`src/rtl/wdog_pkg.sv`:
```
package wdog_pkg;
    localparam int unsigned CODE_W    = 4;
    localparam int unsigned ACT_W     = 2;
    localparam int unsigned MAX_TICKS = 32;
    localparam int unsigned CNT_W     = $clog2(MAX_TICKS + 1);
    localparam logic [11:0] RELOAD_KEY = 12'hA57;
    localparam logic [ACT_W-1:0] ACT_RESET = 2'b01;

    typedef struct packed {
        logic              en;
        logic [CODE_W-1:0] code;
        logic [ACT_W-1:0]  act;
        logic [CNT_W-1:0]  cnt;
        logic              irq;
    } wdog_state_t;
endpackage

```
`src/rtl/wdog_tick_gen.sv`:
```
module wdog_tick_gen #(
    parameter int unsigned TICK_CYCLES = 4
) (
    input  logic clk,
    input  logic rst_n,
    input  logic run,
    input  logic clr,
    output logic tick
);
    localparam int unsigned PW = (TICK_CYCLES > 1) ? $clog2(TICK_CYCLES) : 1;
    localparam logic [PW-1:0] LAST = PW'(TICK_CYCLES - 1);

    logic [PW-1:0] pre_d, pre_q;

    always_comb begin
        tick  = run && !clr && (pre_q == LAST);
        pre_d = pre_q;
        if (clr || !run || (pre_q == LAST)) begin
            pre_d = '0;
        end else begin
            pre_d = pre_q + PW'(1);
        end
    end

    always_ff @(posedge clk or negedge rst_n) begin
        if (!rst_n) pre_q <= '0;
        else        pre_q <= pre_d;
    end
endmodule

```
`src/rtl/wdog_pulse_gen.sv`:
```
module wdog_pulse_gen #(
    parameter int unsigned PULSE_CYCLES = 16
) (
    input  logic clk,
    input  logic rst_n,
    input  logic fire,
    output logic pulse
);
    localparam int unsigned RW = $clog2(PULSE_CYCLES + 1);

    logic [RW-1:0] left_d, left_q;

    always_comb begin
        left_d = left_q;
        if (fire)               left_d = RW'(PULSE_CYCLES);
        else if (left_q != '0)  left_d = left_q - RW'(1);
    end

    always_ff @(posedge clk or negedge rst_n) begin
        if (!rst_n) left_q <= '0;
        else        left_q <= left_d;
    end

    assign pulse = (left_q != '0);
endmodule

```
`src/rtl/wdog_timeout_decode.sv`:
```
module wdog_timeout_decode
    import wdog_pkg::*;
(
    input  logic [CODE_W-1:0] code,
    output logic [CNT_W-1:0]  ticks
);
    always_comb begin
        unique case (code)
            4'h0:    ticks = CNT_W'(1);
            4'h1:    ticks = CNT_W'(2);
            4'h2:    ticks = CNT_W'(4);
            4'h3:    ticks = CNT_W'(6);
            4'h4:    ticks = CNT_W'(8);
            4'h5:    ticks = CNT_W'(10);
            4'h6:    ticks = CNT_W'(12);
            4'h7:    ticks = CNT_W'(16);
            4'h8:    ticks = CNT_W'(20);
            4'h9:    ticks = CNT_W'(24);
            4'hA:    ticks = CNT_W'(28);
            default: ticks = CNT_W'(MAX_TICKS);
        endcase
    end
endmodule

```
`src/rtl/wdog_keyed.sv`:
```
module wdog_keyed
    import wdog_pkg::*;
#(
    parameter bit          COMPACT          = 1'b0,
    parameter int unsigned TICK_CYCLES      = 62_500_000,
    parameter int unsigned RST_PULSE_CYCLES = 16,
    parameter int unsigned ADDR_W           = 8,
    parameter int unsigned DATA_W           = 32
) (
    input  logic              clk,
    input  logic              rst_n,
    input  logic [ADDR_W-1:0] reg_addr,
    input  logic [DATA_W-1:0] reg_wdata,
    input  logic              reg_we,
    output logic [DATA_W-1:0] reg_rdata,
    output logic              sys_rst_o,
    output logic              irq_o
);
    wdog_state_t s_d, s_q;

    logic              wr_ctrl, wr_mode, wr_cfg;
    logic              new_en;
    logic [CODE_W-1:0] new_code;
    logic [ACT_W-1:0]  new_act;
    logic [DATA_W-1:0] rd;
    logic [CNT_W-1:0]  ticks_now, ticks_new;
    logic              key_ok, tick, tick_clr, fire;

    logic unused_wdata_hi;
    assign unused_wdata_hi = ^reg_wdata[DATA_W-1:13];

    generate
        if (COMPACT) begin : g_compact
            localparam logic [ADDR_W-1:0] A_CTRL = ADDR_W'(8'h00);
            localparam logic [ADDR_W-1:0] A_WORD = ADDR_W'(8'h04);
            always_comb begin
                wr_ctrl  = reg_we && (reg_addr == A_CTRL);
                wr_mode  = reg_we && (reg_addr == A_WORD);
                wr_cfg   = wr_mode;
                new_en   = reg_wdata[0];
                new_act  = {1'b0, reg_wdata[1]};
                new_code = reg_wdata[6:3];
                rd       = '0;
                if (reg_addr == A_WORD) begin
                    rd[0]   = s_q.en;
                    rd[1]   = s_q.act[0];
                    rd[6:3] = s_q.code;
                end
            end
        end else begin : g_full
            localparam logic [ADDR_W-1:0] A_CTRL = ADDR_W'(8'h10);
            localparam logic [ADDR_W-1:0] A_CFG  = ADDR_W'(8'h14);
            localparam logic [ADDR_W-1:0] A_MODE = ADDR_W'(8'h18);
            always_comb begin
                wr_ctrl  = reg_we && (reg_addr == A_CTRL);
                wr_mode  = reg_we && (reg_addr == A_MODE);
                wr_cfg   = reg_we && (reg_addr == A_CFG);
                new_en   = reg_wdata[0];
                new_act  = reg_wdata[1:0];
                new_code = reg_wdata[7:4];
                rd       = '0;
                if (reg_addr == A_CFG) begin
                    rd[1:0] = s_q.act;
                end else if (reg_addr == A_MODE) begin
                    rd[0]   = s_q.en;
                    rd[7:4] = s_q.code;
                end
            end
        end
    endgenerate

    wdog_timeout_decode u_dec_now (.code(s_q.code), .ticks(ticks_now));
    wdog_timeout_decode u_dec_new (.code(new_code), .ticks(ticks_new));

    wdog_tick_gen #(.TICK_CYCLES(TICK_CYCLES)) u_tick (
        .clk(clk), .rst_n(rst_n), .run(s_q.en), .clr(tick_clr), .tick(tick)
    );

    wdog_pulse_gen #(.PULSE_CYCLES(RST_PULSE_CYCLES)) u_pulse (
        .clk(clk), .rst_n(rst_n), .fire(fire), .pulse(sys_rst_o)
    );

    assign key_ok = wr_ctrl && reg_wdata[0] && (reg_wdata[12:1] == RELOAD_KEY);

    always_comb begin
        s_d      = s_q;
        tick_clr = 1'b0;
        fire     = 1'b0;
        if (wr_cfg) begin
            s_d.act = new_act;
        end
        if (wr_mode) begin
            s_d.en   = new_en;
            s_d.code = new_code;
            if (new_en && !s_q.en) begin
                s_d.cnt  = ticks_new;
                tick_clr = 1'b1;
            end
        end
        if (key_ok) begin
            s_d.cnt  = ticks_now;
            s_d.irq  = 1'b0;
            tick_clr = 1'b1;
        end else if (s_q.en && s_d.en && tick && (s_q.cnt != '0)) begin
            s_d.cnt = s_q.cnt - CNT_W'(1);
            if (s_q.cnt == CNT_W'(1)) begin
                if (s_q.act == ACT_RESET) begin
                    fire   = 1'b1;
                    s_d.en = 1'b0;
                end else begin
                    s_d.irq = 1'b1;
                end
            end
        end
    end

    always_ff @(posedge clk or negedge rst_n) begin
        if (!rst_n) s_q <= '0;
        else        s_q <= s_d;
    end

    assign reg_rdata = rd;
    assign irq_o     = s_q.irq;
endmodule

```
`config.mk`:
```
export PLATFORM = sky130hd
export DESIGN_NAME = wdog_keyed
export DESIGN_NICKNAME = d
export VERILOG_FILES = /design/src/rtl/wdog_pkg.sv /design/src/rtl/wdog_tick_gen.sv /design/src/rtl/wdog_pulse_gen.sv /design/src/rtl/wdog_timeout_decode.sv /design/src/rtl/wdog_keyed.sv
export SDC_FILE = /design/constraint.sdc
export NUM_CORES = 1
export LEC_CHECK = 0
export ABC_AREA = 1
export BUFFER_PORTS_ARGS = -buffer_cell sky130_fd_sc_hd__buf_2
export CAP_MARGIN = 15
export CORE_ASPECT_RATIO = 1.5
export CORE_MARGIN = 2
export CORE_UTILIZATION = 41
export DETAILED_ROUTE_END_ITERATION = 6
export GPL_TIMING_DRIVEN = 0
export SYNTH_ARGS = -nofsm -noshare
export SYNTH_HDL_FRONTEND = slang
export SYNTH_HIERARCHICAL = 1
export SYNTH_SLANG_ARGS = --single-unit
```
`constraint.sdc`:
```
create_clock -name clk -period 3.37 [get_ports clk]
set_clock_uncertainty 0.1 [all_clocks]
set_input_delay 0.674 -clock clk [delete_from_list [all_inputs] [get_ports clk]]
set_output_delay 0.674 -clock clk [all_outputs]
set_load 0.01 [all_outputs]
```
# Yosys cells after proc, flatten, opt, wreduce, memory -nomap -nowiden
# Memory sizes are Yosys's and may differ from the RTL's.
# Index checks and enable logic that the tools add are counted.
# classes
muxes	26
shift	0
n_bitwise	0
magnitude_cmp	0
multipliers	0
div_mod_pow	0
n_eq_ne	8
add_sub_neg	3
reduce_logical	24
# ops
op	count
$add 26x1->26 const B	1
$eq 26x26->1 const B	1
$mux 26	1
$eq 8x5->1 const B	3
$mux 1	16
$mux 5	3
$mux 7	2
$eq 12x12->1 const B	1
$mux 6	2
$logic_and 1x1->1	11
$mux 4	2
$eq 6x1->1 const B	1
$reduce_bool 2->1	3
$reduce_bool 3->1	2
$reduce_bool 6->1	1
$sub 6x1->6 const B	1
$reduce_bool 5->1	1
$sub 5x1->5 const B	1
$reduce_and 3->1	1
$eq 2x1->1 const B	1
$logic_not 1->1	2
$logic_or 1x1->1	2
$ne 2x2->1 const B	1
$reduce_and 2->1	1
# totals
regBits	45
rom_bits	192
input_bits	43
n_memories	2
word_cells	70
mem_bits_rw	0
latch_bits	0
# mem_list
name	words	word_bits	rd	rd_ports_with_merged_regs	write_ports	line	rtl
(no name shown)	16	6	1	0	0	wdog_timeout_decode.sv:8	unique case (code)
(no name shown)	16	6	1	0	0	wdog_timeout_decode.sv:8	

# Longest topological paths before layout
# Gate-level depths: netlist of the first run.
# depth
ltp_word	13
ltp_mapped	17
mapped_depth_nobuf	16

# By module
# The synthesis of the first run kept the hierarchy.
# modules_own_cells
mod	cells_each	seq_area_each_um2	area_per_inst_um2	n_inst
wdog_tick_gen	230	650.6	1607.8	1
wdog_keyed	204	350.3	1351.3	1
wdog_pulse_gen	33	125.1	260.2	1
wdog_timeout_decode (u_dec_new)	27	0.0	155.1	1
wdog_timeout_decode (u_dec_now)	27	0.0	152.6	1

# Worst setup path after synthesis of the first run
# Ideal clock, no wire load.
# synth_path
path_type	input -> register
start	input port reg_addr[4]
end	register u_pulse.left_q[0]
slack_ps	938
path_buffers	0
path_stages	16
t_required_ps	3153
arrival_time_ps	2215
path_cell_list	inv_1 -> nor2_1 -> nand2_1 -> nor2_2 -> nand3_4 -> nand2_2 -> nor3_1 -> nand2_1 -> inv_1 -> o21ai_1 -> inv_2 -> nand3_4 -> nor3_1 -> inv_1 -> nand3_1 -> nand2_1
# synth_via
elab_chain_len	13
elab_cells_between_ends	19
cone_classes	2 x eq/ne; 6 x mux; 11 x reduce/logical
# synth_rtl
element	line	rtl
start: declaration	wdog_keyed.sv:12	input logic [ADDR_W-1:0] reg_addr,
$eq 8x5->1	wdog_keyed.sv:55	wr_ctrl = reg_we && (reg_addr == A_CTRL);
$logic_and 1x1->1	wdog_keyed.sv:55	
$logic_and 1x1->1 (2 in a row)	wdog_keyed.sv:83	assign key_ok = wr_ctrl && reg_wdata[0] && (reg_wdata[12:1] == RELOAD_KEY);
$mux 1 *	wdog_keyed.sv:100	if (key_ok) begin
net tick_clr	wdog_keyed.sv:27	logic key_ok, tick, tick_clr, fire;
$logic_not 1->1 *	wdog_tick_gen.sv:16	tick = run && !clr && (pre_q == LAST);
$logic_and 1x1->1 * (2 in a row)	wdog_tick_gen.sv:16	
net tick	wdog_keyed.sv:27	
$logic_and 1x1->1 * (2 in a row)	wdog_keyed.sv:104	end else if (s_q.en && s_d.en && tick && (s_q.cnt != '0)) begin
$mux 1 *	wdog_keyed.sv:104	
$mux 1 *	wdog_keyed.sv:100	
net fire	wdog_keyed.sv:27	
$mux 5 / $reduce_bool 2->1 (equally long branches)	-	
end signal: assignment	wdog_pulse_gen.sv:21	else left_q <= left_d;
end: declaration	wdog_pulse_gen.sv:11	logic [RW-1:0] left_d, left_q;
# The timed path passes the listed nets; every way through them passes the cells marked *.
# A chain may end at the register's enable or synchronous reset.

# Final worst setup path of the first run
# layout_path
start	register u_tick.pre_q[0]
end	register u_pulse.left_q[0]
# layout_via
elab_chain_len	7
elab_cells_between_ends	8
cone_classes	1 x eq/ne; 3 x mux; 4 x reduce/logical
# layout_rtl
element	line	rtl
start: declaration	wdog_tick_gen.sv:13	logic [PW-1:0] pre_d, pre_q;
start signal: assignment	wdog_tick_gen.sv:27	else pre_q <= pre_d;
$eq 26x26->1 *	wdog_tick_gen.sv:16	
$logic_and 1x1->1 *	wdog_tick_gen.sv:16	
net tick	wdog_keyed.sv:27	
$logic_and 1x1->1 * (2 in a row)	wdog_keyed.sv:104	
$mux 1 *	wdog_keyed.sv:104	
$mux 1 *	wdog_keyed.sv:100	
net fire	wdog_keyed.sv:27	
$mux 5 / $reduce_bool 2->1 (equally long branches)	-	
# Marked as above.

==> impl_metrics.env, run 1 <==
export IMPL_seqCellArea_um2=1126
export IMPL_clockBufferDepth=2
export IMPL_clk_latency_ns=0.29
export IMPL_synth_seq_cells=45
export IMPL_grtUsageTotal_pct=17.68
export IMPL_synth_async_reset_ratio_pct=100.0
export IMPL_run_status="finished clean"
export IMPL_post_place_ws_ns=0.3935
export IMPL_yosys_top_cells_count="nand2_1 (137), nor2_1 (93), inv_1 (61)"
export IMPL_cts_tree="done"
export IMPL_area_growth_pct=15.75
export IMPL_comb_power_share_pct=12.3
export IMPL_dpl_cell_area_um2=3910
export IMPL_netlist_area_um2=3527
export IMPL_drt_initial_drc_count=88
export IMPL_post_dp_hpwl_um=6257
export IMPL_fillers=884
export IMPL_p_sw_uw=310.1
export IMPL_num_rows=41
export IMPL_yosysMostFrequentCell="nand2_1"
export IMPL_coreArea_um2=8362
export IMPL_period_share_pct=85.00
export IMPL_max_cap_violations=0
export IMPL_crit_start="u_tick/pre_q[0]"
export IMPL_p_sw_share_pct=23.96
export IMPL_crit_type="reg -> reg"
export IMPL_cts_root_buf="clkbuf_16"
export IMPL_cp_endpoint="u_pulse/left_q[0]"
export IMPL_fin_crit_ns=2.865
export IMPL_synth_top_area_share_pct=31.93
export IMPL_syn_inst=521
export IMPL_ctsHoldBuffers=0
export IMPL_drtAntennaViolNets=0
export IMPL_crit_top_cell="nand2_1"
export IMPL_numCtsBuffers=5
export IMPL_drive_above_1_share_pct=20.17
export IMPL_internal_power_uw=984.5
export IMPL_cpMaxStageDelayCell="dfrtp_1"
export IMPL_fin_hold_ws_ns=0.3746
export IMPL_setup_violations_final=0
export IMPL_yosys_area_top_type="dfrtp_1"
export IMPL_max_stage_delay_ns=0.46
export IMPL_dr_total_vias=3150
export IMPL_design_die_area_um2=9376
export IMPL_vias_per_cell=4.552
export IMPL_multi_input_area_um2=1989
export IMPL_firstDrtPassIters=4
export IMPL_antenna_found_initial=0
export IMPL_initial_core_util_pct=42.18
export IMPL_drc=0
export IMPL_io_pins=77
export IMPL_gp_congestion=0.8905
export IMPL_ir_worst_vdd_mv=0.1684
export IMPL_clkPwrFrac_pct=44.3
export IMPL_endpoint_kind="register"
export IMPL_fmax_ghz=0.3491
export IMPL_leakagePower_uw=0.002014
export IMPL_synth_main_ff_cell="dfrtp_1"
export IMPL_tightest_slew_ns=1.047
export IMPL_worstRegToRegCells=16
export IMPL_crit_required_ns=3.45
export IMPL_wl_per_cell_um=11.23
export IMPL_fin_setup_tns_ns=0
export IMPL_reg2reg_setup_slack_ns=0.51
export IMPL_critPathLaunchType="register"
export IMPL_grt_ovfl_total=0
export IMPL_netlist_top_cells_area="dfrtp_1 (32%), nand2_1 (15%), nor2_1 (9.9%)"
export IMPL_die_h_um=117.6
export IMPL_hold_viol=0
export IMPL_clock_sinks=45
export IMPL_rsz0062_at_grt="no"
export IMPL_synth_edf_count=0
export IMPL_seq_area_frac_synth_pct=31.93
export IMPL_clk_pin_slew_ns=0.06
export IMPL_reg2reg_to="u_pulse/left_q[0]"
export IMPL_grt_pass1_wl_um=13440
export IMPL_wl_um=7771
export IMPL_cts_resized_gates=0
export IMPL_port_buffers=31
export IMPL_relSlewSlack_pct=30.21
export IMPL_grt_pass1_vias=3112
export IMPL_ys_types=26
export IMPL_antenna_cells=0
export IMPL_finalNetCount=640
export IMPL_crit_fanout=9
export IMPL_sequentialPowerShare_pct=43.4
export IMPL_die_x_um=79.73
export IMPL_power_density_nw_per_um2=317.1
export IMPL_fin_area_um2=4083
export IMPL_finalMaxSlewViolations=0
export IMPL_postCtsSetupBuffers=0
export IMPL_fin_ws_ns=0.5055
export IMPL_total_power_uw=1295
export IMPL_hp_class="reg -> reg"
export IMPL_path_cells="ha_1 -> nand3_2 -> inv_2 -> nand2_1 -> nor2_2 -> nand2_2 -> nor3_1 -> nand2_1 -> inv_1 -> o21ai_1 -> inv_2 -> nand3_4 -> nor3_1 -> inv_1 -> nand3_1 -> nand2_1"
export IMPL_yosysWarnings=6
export IMPL_crit_arrival_ns=2.94
export IMPL_r2r_start="u_tick/pre_q[0]"
export IMPL_grt_max_degree=46
export IMPL_cts_htree_levels=2
export IMPL_post_synth_cell_area_avg_um2=6.770
## power groups by stage
stage / clock network, uW / registers (uW) / logic [uW]
floorplan: 0 / 570 / 111
global placement: 0 / 572 / 156
finish: 573 / 562 / 159
detailed placement: 0 / 573 / 158
CTS: 587 / 563 / 159
global route: 612 / 564 / 182
## placed cells by master (no fill, tap or decap), drive strengths merged
cell type  instances
dfrtp             45
o21ai             12
conb              26
nand4             12
buf               61
o22ai              1
a21oi              4
clkbuf             7
bufinv             1
o21bai             1
nor2             120
xor2              14
nand2            147
inv               68
xnor2              6
nand3             40
ha                13
nor3               7
## metrics by stage
stage	std cells	util [%]
floorplan	546	-
global placement	684	46.76
detailed placement	684	46.76
CTS	692	48.83
finish	692	48.83
global route	692	48.83
## state kept, by name (all words and copies together), names as in the netlist
signal          count
u_tick/pre_q       26
u_pulse/left_q      5
irq_o               1
s_q                13
## layout make-up
type	count	share of cell area [%]
Clock inverter	1	0.7355
Sequential cell	45	27.58
Buffer	30	6.129
Inverter	68	6.252
Clock buffer	7	3.494
Tap cell	107	3.279
Multi-Input combinational cell	403	48.73
Timing Repair Buffer	31	3.800
## layer usage
metal	GRT usage (%)	share of wire, %	vias up
met1	18.77	38	1403
met2	34.09	56	58
met4	6.780	2.8	0
met5	0	0	-
li1	-	-	1672
met3	2.224	2.9	17
## critical path, delay by kind of cell (launching register included)
kind / cells / cell delay (ns)
fa+ha+maj: 1 / 0.30
buf+inv: 4 / 0.48
flops: 1 / 0.46
simple gates: 10 / 1.33
compound gates: 1 / 0.07
## how the worst min path moves through the flow
stage,start,end,slack (ns),depth (start not counted)
floorplan,rst_n,irq_o,0.28,0
global placement,u_pulse/left_q[0],u_pulse/left_q[0],0.35,2
detailed placement,u_pulse/left_q[4],u_pulse/left_q[4],0.37,2
CTS,u_pulse/left_q[4],u_pulse/left_q[4],0.38,2
global route,u_pulse/left_q[0],u_pulse/left_q[0],0.41,2
finish,u_pulse/left_q[4],u_pulse/left_q[4],0.37,2
## cells by family (layout without fill, tap and decap cells)
kind of cell | Yosys count | count (layout) | synth area share, %
AO/OA/AOI/OAI | 18 | 18 | 2.661
AND/OR/NAND/NOR | 326 | 326 | 41.40
buffers and inverters | 98 | 137 | 14.33
other | 1 | 26 | 0.1063
adder cells (fa/ha/maj) | 13 | 13 | 4.612
flip-flops | 45 | 45 | 31.93
XOR/XNOR | 20 | 20 | 4.966
(Power assumes the default switching activity.)
==> run 2, diff against run 1 <==
--- a/config.mk
+++ b/config.mk
@@ -13,6 +13,7 @@
 export CORE_UTILIZATION = 41
 export DETAILED_ROUTE_END_ITERATION = 6
 export GPL_TIMING_DRIVEN = 0
+export PLACE_DENSITY = 0.63
 export SYNTH_ARGS = -nofsm -noshare
 export SYNTH_HDL_FRONTEND = slang
 export SYNTH_HIERARCHICAL = 1
==> constraint.sdc (replaced) <==
create_clock -name clk -period 3.37 [get_ports clk]
set_clock_uncertainty 0.1 [all_clocks]
set_input_delay 0.674 -clock clk [delete_from_list [all_inputs] [get_ports clk]]
set_output_delay 0.674 -clock clk [all_outputs]
set_load 0.05 [all_outputs]
==> run 2 against run 1 <==
Against the previous run:
- critical path type unchanged
- cell count shrank 0.14%
- first-iteration DRC count up 8.0%
- routed wire length fell by 0.53%
- global-route usage is essentially flat
- flip-flop and latch count stayed put
- via count grew 0.79%
==> impl_metrics.env, run 2 (synthesis results as in run 1) <==
export IMPL_firstDrtPassIters=4
export IMPL_max_cap_violations=0
export IMPL_fin_setup_tns_ns=0
export IMPL_postCtsSetupBuffers=0
export IMPL_reg2reg_setup_slack_ns=0.48
export IMPL_ir_worst_vdd_mv=0.2237
export IMPL_port_buffers=31
export IMPL_reg_top3="u_tick/pre_q: 26 flops, s_q: 13 flops, u_pulse/left_q: 5 flops"
export IMPL_drc=0
export IMPL_cpMaxStageDelayCell="dfrtp_1"
export IMPL_crit_top_cell="nand2_1"
export IMPL_area_growth_pct=14.90
export IMPL_cts_root_buf="clkbuf_16"
export IMPL_antenna_found_initial=0
export IMPL_dr_total_vias=3175
export IMPL_cts_htree_levels=2
export IMPL_clk_latency_ns=0.28
export IMPL_clock_sinks=45
export IMPL_grtUsageTotal_pct=17.72
export IMPL_initial_core_util_pct=42.18
export IMPL_path_cells="ha_1 -> nand3_2 -> inv_2 -> nand2_1 -> nor2_2 -> nand2_2 -> nor3_1 -> nand2_1 -> inv_1 -> o21ai_1 -> inv_2 -> nand3_4 -> nor3_1 -> inv_1 -> nand3_1 -> nand2_1"
export IMPL_period_share_pct=85.69
export IMPL_io_pins=77
export IMPL_wl_um=7730
export IMPL_setup_violations_final=0
export IMPL_finalNetCount=640
export IMPL_ctsHoldBuffers=0
export IMPL_die_x_um=79.73
export IMPL_drive_above_1_share_pct=20.03
export IMPL_die_h_um=117.6
export IMPL_clkPwrFrac_pct=38.4
export IMPL_design_die_area_um2=9376
export IMPL_crit_arrival_ns=2.96
export IMPL_sequentialPowerShare_pct=44.7
export IMPL_regMostFlops="u_tick/pre_q"
export IMPL_power_density_nw_per_um2=310.2
export IMPL_largest_reg_flops=26
export IMPL_gp_congestion=0.9180
export IMPL_rsz0062_at_grt="no"
export IMPL_mostFrequentLayoutCell="nand2_1"
export IMPL_cts_resized_gates=0
export IMPL_p_sw_uw=350.8
export IMPL_hold_viol=0
export IMPL_finalMaxSlewViolations=0
export IMPL_num_rows=41
export IMPL_crit_required_ns=3.44
export IMPL_drtAntennaViolNets=0
export IMPL_hp_class="reg -> reg"
export IMPL_placed_cells=684
export IMPL_clk_pin_slew_ns=0.06
export IMPL_cts_tree="done"
export IMPL_crit_fanout=9
export IMPL_critPathLaunchType="register"
export IMPL_cpLargestDelayFamily="simple AND/OR/NAND/NOR gates"
export IMPL_leakagePower_uw=0.002000
export IMPL_drt_initial_drc_count=95
export IMPL_stdcell_count=691
export IMPL_crit_type="reg -> reg"
export IMPL_endpoint_kind="register"
export IMPL_final_cell_mix="nand2_1 (137), nor2_1 (93), inv_1 (61)"
export IMPL_wl_per_cell_um=11.19
export IMPL_post_dp_hpwl_um=6301
export IMPL_antenna_cells=0
export IMPL_numCtsBuffers=5
export IMPL_max_stage_delay_ns=0.47
export IMPL_coreArea_um2=8362
export IMPL_fmax_ghz=0.3463
export IMPL_grt_max_degree=46
export IMPL_grt_pass1_wl_um=13410
export IMPL_tightest_slew_ns=1.037
export IMPL_internal_power_uw=906.6
export IMPL_fin_hold_ws_ns=0.3782
export IMPL_p_sw_share_pct=27.90
export IMPL_grt_ovfl_total=0
export IMPL_crit_buf_inv=4
export IMPL_run_status="finished clean"
export IMPL_relSlewSlack_pct=30.85
export IMPL_comb_power_share_pct=16.9
export IMPL_clockBufferDepth=2
export IMPL_grt_pass1_vias=3052
export IMPL_fin_crit_ns=2.888
export IMPL_vias_per_cell=4.595
==> run 2: cell count changes in the layout (fill, tap and decap cells not counted), sizes merged <==
cell | previous run | this run
bufinv | 1 | 0
==> run 2: final timing paths <==
kind / start / endpoint / depth (start not counted)
max: u_tick/pre_q[0] / u_pulse/left_q[0] / 16
min: u_pulse/left_q[4] / u_pulse/left_q[4] / 2
max reg2reg: u_tick/pre_q[0] / u_pulse/left_q[0] / 16
min reg2reg: u_pulse/left_q[4] / u_pulse/left_q[4] / 2
max in group asynchronous: rst_n / u_tick/pre_q[25] / 1
min in group asynchronous: rst_n / u_tick/pre_q[10] / 1
==> run 2: power by group through the flow <==
stage | logic (uW) | registers (uW) | clock network [uW]
after floorplan | 163 | 570 | 0
after global placement | 208 | 572 | 0
after detailed placement | 212 | 573 | 0
after CTS | 213 | 563 | 495
after global routing | 234 | 564 | 520
final | 212 | 562 | 483
==> run 2: tightest hold or removal path, cell delays in order (launching register included) <==
cell and delay, ns:
dfrtp_1 0.34, nand2_1 0.06, nand2_1 0.05
==> run 2: final cells by class <==
cell class                 count  area [um^2]
buffer                        30        250.2
clock buffer                   7        142.6
fill                         876         4309
inverter                      68        255.2
multi-input combinational    403         1989
sequential                    45         1126
tap                          107        133.9
timing repair buffer          31        155.1
==> run 2: routing by layer <==
layer	track usage [%]	up-vias	part of all wire (%)
met4	4.661	0	1.5
met2	35.40	72	57
met5	0	-	0
li1	-	1678	-
met3	1.994	9	3.8
met1	18.78	1416	38
==> run 2: stage by stage <==
stage / worst slack (ns) / total power [uW] / utilization (%) / cell area [um^2]
after global placement: 0.4362 / 780.3 / 46.76 / 3910
after CTS: 0.4479 / 1271 / 48.47 / 4053
after global routing: 0.1595 / 1319 / 48.47 / 4053
after detailed placement: 0.4041 / 784.4 / 46.76 / 3910
after floorplan: 0.4411 / 732.8 / - / 3621
final: 0.4822 / 1257 / 48.47 / 4053
==> run 3, diff against run 2 <==
--- a/config.mk
+++ b/config.mk
@@ -5,7 +5,6 @@
 export SDC_FILE = /design/constraint.sdc
 export NUM_CORES = 1
 export LEC_CHECK = 0
-export ABC_AREA = 1
 export BUFFER_PORTS_ARGS = -buffer_cell sky130_fd_sc_hd__buf_2
 export CAP_MARGIN = 15
 export CORE_ASPECT_RATIO = 1.5
@@ -13,7 +12,7 @@
 export CORE_UTILIZATION = 41
 export DETAILED_ROUTE_END_ITERATION = 6
 export GPL_TIMING_DRIVEN = 0
-export PLACE_DENSITY = 0.63
+export PLACE_DENSITY = 0.64
 export SYNTH_ARGS = -nofsm -noshare
 export SYNTH_HDL_FRONTEND = slang
 export SYNTH_HIERARCHICAL = 1
==> run 3 against run 2 <==
Against the previous run:
- die area down 6.6%
- routed wire length down 11%
- via count down 15%
- count of clock-buffer cells in the layout down 1
- critical path type is now in -> reg
- combinational power down 13%
- non-clock buffer count up 9
- clock power up 18%
- global-route usage down 1.6 points
==> impl_metrics.env, run 3 <==
export IMPL_reg2reg_setup_slack_ns=0.25
export IMPL_wl_um=6892
export IMPL_tightest_slew_ns=0.6168
export IMPL_clockBufferDepth=2
export IMPL_die_x_um=77.08
export IMPL_hold_viol=0
export IMPL_grtUsageTotal_pct=16.08
export IMPL_finalMaxSlewViolations=0
export IMPL_design_die_area_um2=8757
export IMPL_antenna_found_initial=0
export IMPL_drive_above_1_share_pct=26.90
export IMPL_num_rows=40
export IMPL_total_power_uw=1313
export IMPL_io_pins=77
export IMPL_rsz0062_at_grt="no"
export IMPL_firstDrtPassIters=4
export IMPL_synth_async_reset_ratio_pct=100.0
export IMPL_hp_class="in -> async"
export IMPL_crit_required_ns=3.42
export IMPL_post_synth_cell_area_avg_um2=9.252
export IMPL_mostFrequentLayoutCell="dfrtp_1"
export IMPL_finalNetCount=475
export IMPL_regMostFlops="u_tick/pre_q"
export IMPL_synth_main_ff_cell="dfrtp_1"
export IMPL_run_status="finished clean"
export IMPL_grt_ovfl_total=0
export IMPL_fin_area_um2=3884
export IMPL_dr_total_vias=2694
export IMPL_netlist_top_cells_area="dfrtp_1 (34%), buf_4 (6.2%), ha_1 (5.0%)"
export IMPL_synth_top_area_share_pct=34.29
export IMPL_synth_seq_cells=45
export IMPL_fin_util_pct=49.11
export IMPL_yosysMostFrequentCell="dfrtp_1"
export IMPL_drc=0
export IMPL_critPathLaunchType="input pin"
export IMPL_grt_pass1_vias=2567
export IMPL_yosysWarnings=6
export IMPL_clock_sinks=45
export IMPL_ctsHoldBuffers=0
export IMPL_final_cell_mix="dfrtp_1 (45), buf_2 (32), nor2_1 (30)"
export IMPL_synth_edf_count=0
export IMPL_ir_worst_vdd_mv=0.2240
export IMPL_max_cap_violations=0
export IMPL_setup_violations_final=0
export IMPL_yosys_area_top_type="dfrtp_1"
export IMPL_fin_setup_tns_ns=0
export IMPL_initial_core_util_pct=41.53
export IMPL_largest_reg_flops=26
export IMPL_numCtsBuffers=5
export IMPL_clk_latency_ns=0.28
export IMPL_cts_tree="done"
export IMPL_die_h_um=113.6
export IMPL_grt_pass1_wl_um=11520
export IMPL_crit_arrival_ns=3.19
export IMPL_ys_types=69
export IMPL_area_growth_pct=18.25
export IMPL_netlist_area_um2=3284
export IMPL_endpoint_kind="register"
export IMPL_worstRegToRegCells=9
export IMPL_drt_initial_drc_count=75
export IMPL_relSlewSlack_pct=58.88
export IMPL_grt_max_degree=46
export IMPL_crit_type="in -> reg"
export IMPL_cts_root_buf="clkbuf_16"
export IMPL_gp_congestion=0.8878
export IMPL_seq_area_frac_synth_pct=34.29
export IMPL_fmax_ghz=0.3184
export IMPL_drtAntennaViolNets=0
export IMPL_vias_per_cell=5.131
export IMPL_wl_per_cell_um=13.13
export IMPL_syn_inst=355
export IMPL_dpl_cell_area_um2=3665
export IMPL_cts_htree_levels=2
export IMPL_fin_crit_ns=3.141
export IMPL_leakagePower_uw=0.001722
export IMPL_yosys_top_cells_count="dfrtp_1 (45), nor2_1 (30), buf_4 (27)"
export IMPL_crit_fanout=10
export IMPL_power_density_nw_per_um2=338.2
export IMPL_reg_top3="u_tick/pre_q: 26 flops, s_q: 13 flops, u_pulse/left_q: 5 flops"
export IMPL_port_buffers=31
export IMPL_clk_pin_slew_ns=0.06
export IMPL_period_share_pct=93.19
export IMPL_antenna_cells=0
export IMPL_coreArea_um2=7908
export IMPL_post_dp_hpwl_um=5303
## run 3: cell type report
cell class	count	area (um^2)
Buffer	38	286.5
Tap cell	105	131.4
Fill cell	802	4024
Sequential cell	45	1126
Clock buffer	6	138.9
Timing Repair Buffer	32	182.7
Multi-Input combinational cell	279	1913
Clock inverter	2	37.54
Inverter	18	67.56
## run 3: power breakdown
| group | internal (uW) | switching (uW) |
|---|---|---|
| combinational | 63.2 | 122 |
| clock | 370 | 202 |
| sequential | 548 | 8.63 |
| total | 981 | 333 |
## run 3: path summary, 6_finish.rpt
path                                      to            start
max                        u_pulse/left_q[0]     reg_wdata[7]
min                          u_tick/pre_q[2]            rst_n
max reg2reg                u_pulse/left_q[0]  u_tick/pre_q[0]
min reg2reg                  u_tick/pre_q[0]  u_tick/pre_q[0]
max in group asynchronous             s_q[6]            rst_n
min in group clk             u_tick/pre_q[0]  u_tick/pre_q[0]
## run 3: worst max-delay path, stage by stage
cell,delay (ns)
buf_2,0.15
and4b_1,0.21
nand4_1,0.20
or2_1,0.16
buf_6,0.15
nand2_1,0.05
nand2b_1,0.18
nor3_1,0.24
nand2_1,0.14
a21oi_2,0.22
nand2_2,0.19
nor4_4,0.52
nor2_1,0.10
## run 3: kinds of logic after synthesis
group	after synthesis	share of synthesized area (%)
adders and majority gates	13	4.953
and+or+nand+nor	157	29.26
buffers and inverters	56	10.78
AOI/OAI and AO/OA	61	14.25
DFF	45	34.29
other	1	0.1142
muxes	8	2.628
xor gates and xnor gates	14	3.733
## run 3: repair_timing
item | in CTS | in global routing
hold endpoints to repair | 0 | 0
endpoints found under the setup margin | 6 | 6
setup buffers | 0 | 0
gates resized for setup | 1 | 1
## run 3: routing by layer
layer / part of all wire, % / wire [um] / GRT usage, % / vias up
li1: - / - / - / 1352
met1: 40 / 2734 / 16.92 / 1278
met2: 55 / 3824 / 31.40 / 51
met3: 2.7 / 185 / 2.373 / 13
met4: 2.1 / 147 / 6.786 / 0
met5: 0 / 0 / 0 / -
## run 3: through the flow
stage / setup slack [ns] / hold WS [ns] / instances
after detailed placement: -0.5530 / 0.3777 / 516
after floorplan: 0.3109 / 0.2784 / 380
after global placement: -0.4714 / 0.3669 / 516
final: 0.2294 / 0.2991 / 525
after global routing: 0.07712 / 0.3476 / 525
after CTS: 0.06760 / 0.3867 / 524
